[src/rtl/console_regs.sv]
module console_regs #(
  parameter int          AW       = 16,
  parameter int          DW       = 16,
  parameter int          CW       = 8,
  parameter logic [15:0] KB_STAT  = 16'hFE00,
  parameter logic [15:0] KB_DATA  = 16'hFE02,
  parameter logic [15:0] DP_STAT  = 16'hFE04,
  parameter logic [15:0] DP_DATA  = 16'hFE06
) (
  input  logic          clk,
  input  logic          rst_n,
  input  logic [AW-1:0] bus_addr,
  input  logic          bus_rd,
  input  logic          bus_wr,
  input  logic [DW-1:0] bus_wdata,
  output logic [DW-1:0] bus_rdata,
  input  logic          kb_valid,
  input  logic [CW-1:0] kb_data,
  output logic          kb_ready,
  output logic          dp_valid,
  output logic [CW-1:0] dp_data,
  input  logic          dp_ready
);

  localparam int PADW = DW - CW;

  logic          kb_full;
  logic [CW-1:0] kb_byte;
  logic          dp_busy;
  logic [CW-1:0] dp_byte;
  logic [DW-1:0] rd_mux;

  wire kb_take  = kb_valid && !kb_full;
  wire kb_drain = bus_rd && (bus_addr == AW'(KB_DATA));
  wire dp_load  = bus_wr && (bus_addr == AW'(DP_DATA)) && !dp_busy;
  wire dp_done  = dp_busy && dp_ready;

  assign kb_ready = !kb_full;
  assign dp_valid = dp_busy;
  assign dp_data  = dp_byte;

  always_ff @(posedge clk) begin
    if (!rst_n) begin
      kb_full <= 1'b0;
      kb_byte <= '0;
    end else if (kb_take) begin
      kb_full <= 1'b1;
      kb_byte <= kb_data;
    end else if (kb_drain) begin
      kb_full <= 1'b0;
    end
  end

  always_ff @(posedge clk) begin
    if (!rst_n) begin
      dp_busy <= 1'b0;
      dp_byte <= '0;
    end else if (dp_load) begin
      dp_busy <= 1'b1;
      dp_byte <= bus_wdata[CW-1:0];
    end else if (dp_done) begin
      dp_busy <= 1'b0;
    end
  end

  always_comb begin
    rd_mux = '0;
    if (bus_addr == AW'(KB_STAT))      rd_mux[DW-1] = kb_full;
    else if (bus_addr == AW'(KB_DATA)) rd_mux = {{PADW{1'b0}}, kb_byte};
    else if (bus_addr == AW'(DP_STAT)) rd_mux[DW-1] = !dp_busy;
  end

  always_ff @(posedge clk) begin
    if (!rst_n) bus_rdata <= '0;
    else        bus_rdata <= bus_rd ? rd_mux : '0;
  end

endmodule

[config.mk]
export PLATFORM = sky130hd
export DESIGN_NAME = console_regs
export DESIGN_NICKNAME = d
export VERILOG_FILES = /design/src/rtl/console_regs.sv
export SDC_FILE = /design/constraint.sdc
export NUM_CORES = 1
export LEC_CHECK = 0
export ABC_AREA = 1
export BUFFER_PORTS_ARGS = -buffer_cell sky130_fd_sc_hd__buf_4
export CORE_MARGIN = 3
export CORE_UTILIZATION = 45
export DETAILED_ROUTE_END_ITERATION = 16
export MAX_ROUTING_LAYER = met4
export PLACE_DENSITY_LB_ADDON = 0.3
export SLEW_MARGIN = 20
export SYNTH_ARGS = -nofsm -noshare
export SYNTH_HDL_FRONTEND = slang
export SYNTH_SLANG_ARGS = --single-unit
[constraint.sdc]
create_clock -name clk -period 3 [get_ports clk]
set_input_delay 0.3 -clock clk [delete_from_list [all_inputs] [get_ports clk]]
set_output_delay 0.3 -clock clk [all_outputs]
set_load 0.005 [all_outputs]
* Yosys cells after proc, flatten, opt, wreduce, memory -nomap -nowiden *
Cells that the tools add are included.

storage, ports and cells
  register bits = 34
  input port bits = 46
  output and inout port bits = 26
  logic and storage cells = 33

operators by class
  eq/ne operators = 4
  multiplexer cells = 7
  bitwise operators = 3
  reduce and logical (&&, ||, !) cells = 12

operators with widths
  cell                    number
  $eq A16 B16 Y1 const B  4
  $mux W1                 7
  $logic_and A1 B1 Y1     5
  $reduce_bool A2 Y1      2
  $reduce_or A4 Y1        1
  $not A1 Y1              3
  $reduce_or A3 Y1        1
  $logic_not A1 Y1        2
  $reduce_and A2 Y1       1

* Longest topological paths before layout *
  word-level depth = 4
  depth in mapped cells = 9
  gate-level depth less buffers = 9

* Worst setup path before layout *
OpenSTA, ideal clock, no wires.

  path kind = input-to-reg
  from = in bus_addr[7]
  to = reg dp_byte[0], in the netlist dp_data[0]
  library setup time = 0.118 ns
  arrival = 0.946 ns
  data required time = 2.882 ns
  slack = 1.936 ns
  stages = 6
  path buffers = 0
  cell sequence = nor2_1 nand2_1 nor2_1 nand2_2 nor3_1 nor2_1

on the way
  word-level cells in the longest chain between the ends = 3

ends and longest elaborated chain
  item                              RTL line  text
  from (decl)                       12        input logic [AW-1:0] bus_addr,
  $eq A16 B16 Y1                    35        wire dp_load = bus_wr && (bus_addr == AW'(DP_DATA)) && !dp_busy;
  $logic_and A1 B1 Y1 (2 in a row)  35
  to (signal assigned)              60        dp_byte <= bus_wdata[CW-1:0];
  to (decl)                         30        logic [CW-1:0] dp_byte;

No other way between the ends.
A chain may end at the register's enable or synchronous reset.

* Worst setup path in the final report *
  from = reg kb_full
  to = out kb_ready

on the way
  word-level cells in the longest chain between the ends = 1

ends and longest elaborated chain
  item                    RTL line  text
  from (decl)             27        logic kb_full;
  from (signal assigned)  44        kb_full <= 1'b0;
  from (signal assigned)  47        kb_full <= 1'b1;
  from (signal assigned)  50        kb_full <= 1'b0;
  $logic_not A1 Y1        38        assign kb_ready = !kb_full;
  to (decl)               19        output logic kb_ready,

No other way between the ends.

==> reports/results.ini <==
[layout]
multi_input_area_um2=464
area_growth_pct=36.7
drive_above_1_share=0.326
diodes=0
final_util=0.683
post_layout_nonfiller_instances=243
regArea_um2=541
fillCellCount=207
nNetsFinal=262

[route]
remaining_drc_errors=0
wirelength_um=2490
drt-initial-drc-count=13
vias=1104
drtPass1Iterations=4
ant_nets=0
viasPerCell=4.54
wl_per_cell_um=10.2

[setup_path]
crit_buf_inv=2
critPathRequiredTime_ns=2.70
cp_max_fo=3
cp_cell_sequence=inv_1 -> buf_4
arrival_ns=0.90
critPathMaxStageDelay_ns=0.39
start_kind=register
end_kind=output port
critPathTopFamily=flip-flops
critical_path_class=register to output port
cp_slowest_cell=dfxtp_1

[sta]
whs_ns=0.204
finalSetupTns_ns=0
min_period_ns=1.20
setup_viol=0
hold_viol_final=0
fin_worst_skew_ns=0.00550
fmax_ghz=0.833
drv_slew=0
rsz0062_at_grt=no
period_share=0.400

[floorplanning]
die_w_um=57.0
fp.dieH_um=57.0
die-area_mm2=0.00325
start_util=0.500
core-area_mm2=0.00234
row_count=17
io_pins=72

[clock_tree]
cts_resized=0
clockBufferDepth=2
cts_setup_buffers=0
cts_buffers=3
clock_sinks=27
htree_levels=1
clkTransAtPathRegs_ns=0.14
cts-root-buf=clkbuf_4
clkLatencyLatePin_ns=0.32
cts_tree=done
ctsHoldBuffers=0

[synth]
syn_area_per_cell_um2=7.36
netlist_area_mm2=0.00117
synth_cell_types=20
postSynthCellCount=159
seq_area_frac_synth=0.462
yosysWarnings=0
ys_seq_elements=27

[place]
hpwlAfterDp_um=1990
dpl.cell_count=239
gp_congestion=0.819
port_buffers=56

[power]
power_switching_share=0.239
leakagePower_nw=0.810
p_per_area_mw_per_mm2=380
p_clk_frac=0.258
peakVddDrop_mv=0.295
p_sw_w=0.000145
p_int_w=0.000462
pwr-share-comb=0.130
pwr-share-seq=0.612

[job]
maxCapViolations=0

[global_routing]
grt_max_degree=19
grt_overflow=0
antenna_found_initial=0
grt_pass1_wl_um=4030
grt_usage=0.155
grt_pass1_vias=1017

[hold_path]
min_path_type=input pin to register

[outcome]
outcome=complete, no violations

==> path summary, 6_finish.rpt <==
path / startpoint / end / slack, ns / depth (start not counted)
max: kb_full$_SDFFE_PN0P_ / kb_ready / 1.80 / 2
min: bus_wdata[7] / dp_data[7]$_SDFFE_PN0P_ / 0.20 / 3
max reg2reg: kb_full$_SDFFE_PN0P_ / kb_byte[5]$_SDFFE_PN0P_ / 1.82 / 4
min reg2reg: kb_byte[5]$_SDFFE_PN0P_ / bus_rdata[5]$_SDFF_PP0_ / 0.44 / 2
==> Yosys cell counts <==
master | n | share of area
nand2_1 | 29 | 0.093
dfxtp_1 | 27 | 0.46
inv_1 | 27 | 0.087
nor2_1 | 25 | 0.080
a21oi_1 | 10 | 0.043
buf_4 | 8 | 0.051
nor3_1 | 8 | 0.034
o21ai_0 | 8 | 0.034
inv_2 | 2 | 0.0064
nand2_2 | 2 | 0.011
nand3_1 | 2 | 0.0086
nand3_4 | 2 | 0.030
nor2_2 | 2 | 0.011
clkbuf_2 | 1 | 0.0043
clkbuf_8 | 1 | 0.012
conb_1 | 1 | 0.0032
nand3_2 | 1 | 0.0086
nand4_1 | 1 | 0.0054
nor2_4 | 1 | 0.0096
o21bai_1 | 1 | 0.0064
==> logic make-up (layout without fill, tap and decap cells) <==
group	count (synthesis)	count (layout)	synth area share
compound gates	19	19	0.0834
buf+inv	39	89	0.160
flops	27	27	0.462
other cells	1	7	0.00321
simple gates	73	73	0.291
==> layout by cell type, fill, tap and decap left out, drive strengths merged <==
cell type,instances
nand4,1
clkinvlp,1
nor3,8
inv,29
conb,7
clkbuf,3
o21ai,8
buf,56
nand3,5
a21oi,10
nand2,31
o21bai,1
nor2,28
dfxtp,27
==> routing by layer <==
layer | GRT usage | share of wire | up-vias
met5 | - | 0 | -
met4 | 0.0497 | 0.0088 | 0
met3 | 0.0204 | 0.063 | 2
met2 | 0.289 | 0.51 | 36
met1 | 0.168 | 0.42 | 486
li1 | - | - | 580
==> power groups by stage <==
stage	sequential, W	combinational (W)	clock, W
finish	0.000372	0.0000788	0.000156
global route	0.000373	0.0000878	0.000175
CTS	0.000372	0.0000791	0.000162
detailed placement	0.000379	0.0000790	0
global placement	0.000379	0.0000760	0
floorplan	0.000379	0.0000429	0
==> through the flow <==
stage | setup WS (ns) | power [W] | instance area (um2)
after floorplan | 1.94 | 0.000422 | 1190
after global placement | 1.74 | 0.000455 | 1570
after detailed placement | 1.68 | 0.000458 | 1570
after CTS | 1.79 | 0.000612 | 1600
after global routing | 1.70 | 0.000636 | 1600
final | 1.80 | 0.000607 | 1600
==> worst register-to-register path, cell delays in order, from the launching register on <==
cell     delay (ns)
dfxtp_1        0.35
inv_1          0.08
nand2_1        0.28
o21ai_0        0.30
a21oi_1        0.06
==> cell type report <==
class | instances | area share
inverters | 29 | 0.0681
clock inverters | 1 | 0.00469
clock buffers | 3 | 0.0141
flip-flops and latches | 27 | 0.338
multi-input cells | 99 | 0.290
well taps | 28 | 0.0219
repair buffers | 56 | 0.263
==> registers in the layout (all words and copies together) (netlist names) <==
register / flops
bus_rdata: 9
dp_data: 8
kb_byte: 8
dp_valid: 1
kb_full: 1
No activity file was read; power rests on OpenSTA's default activity.
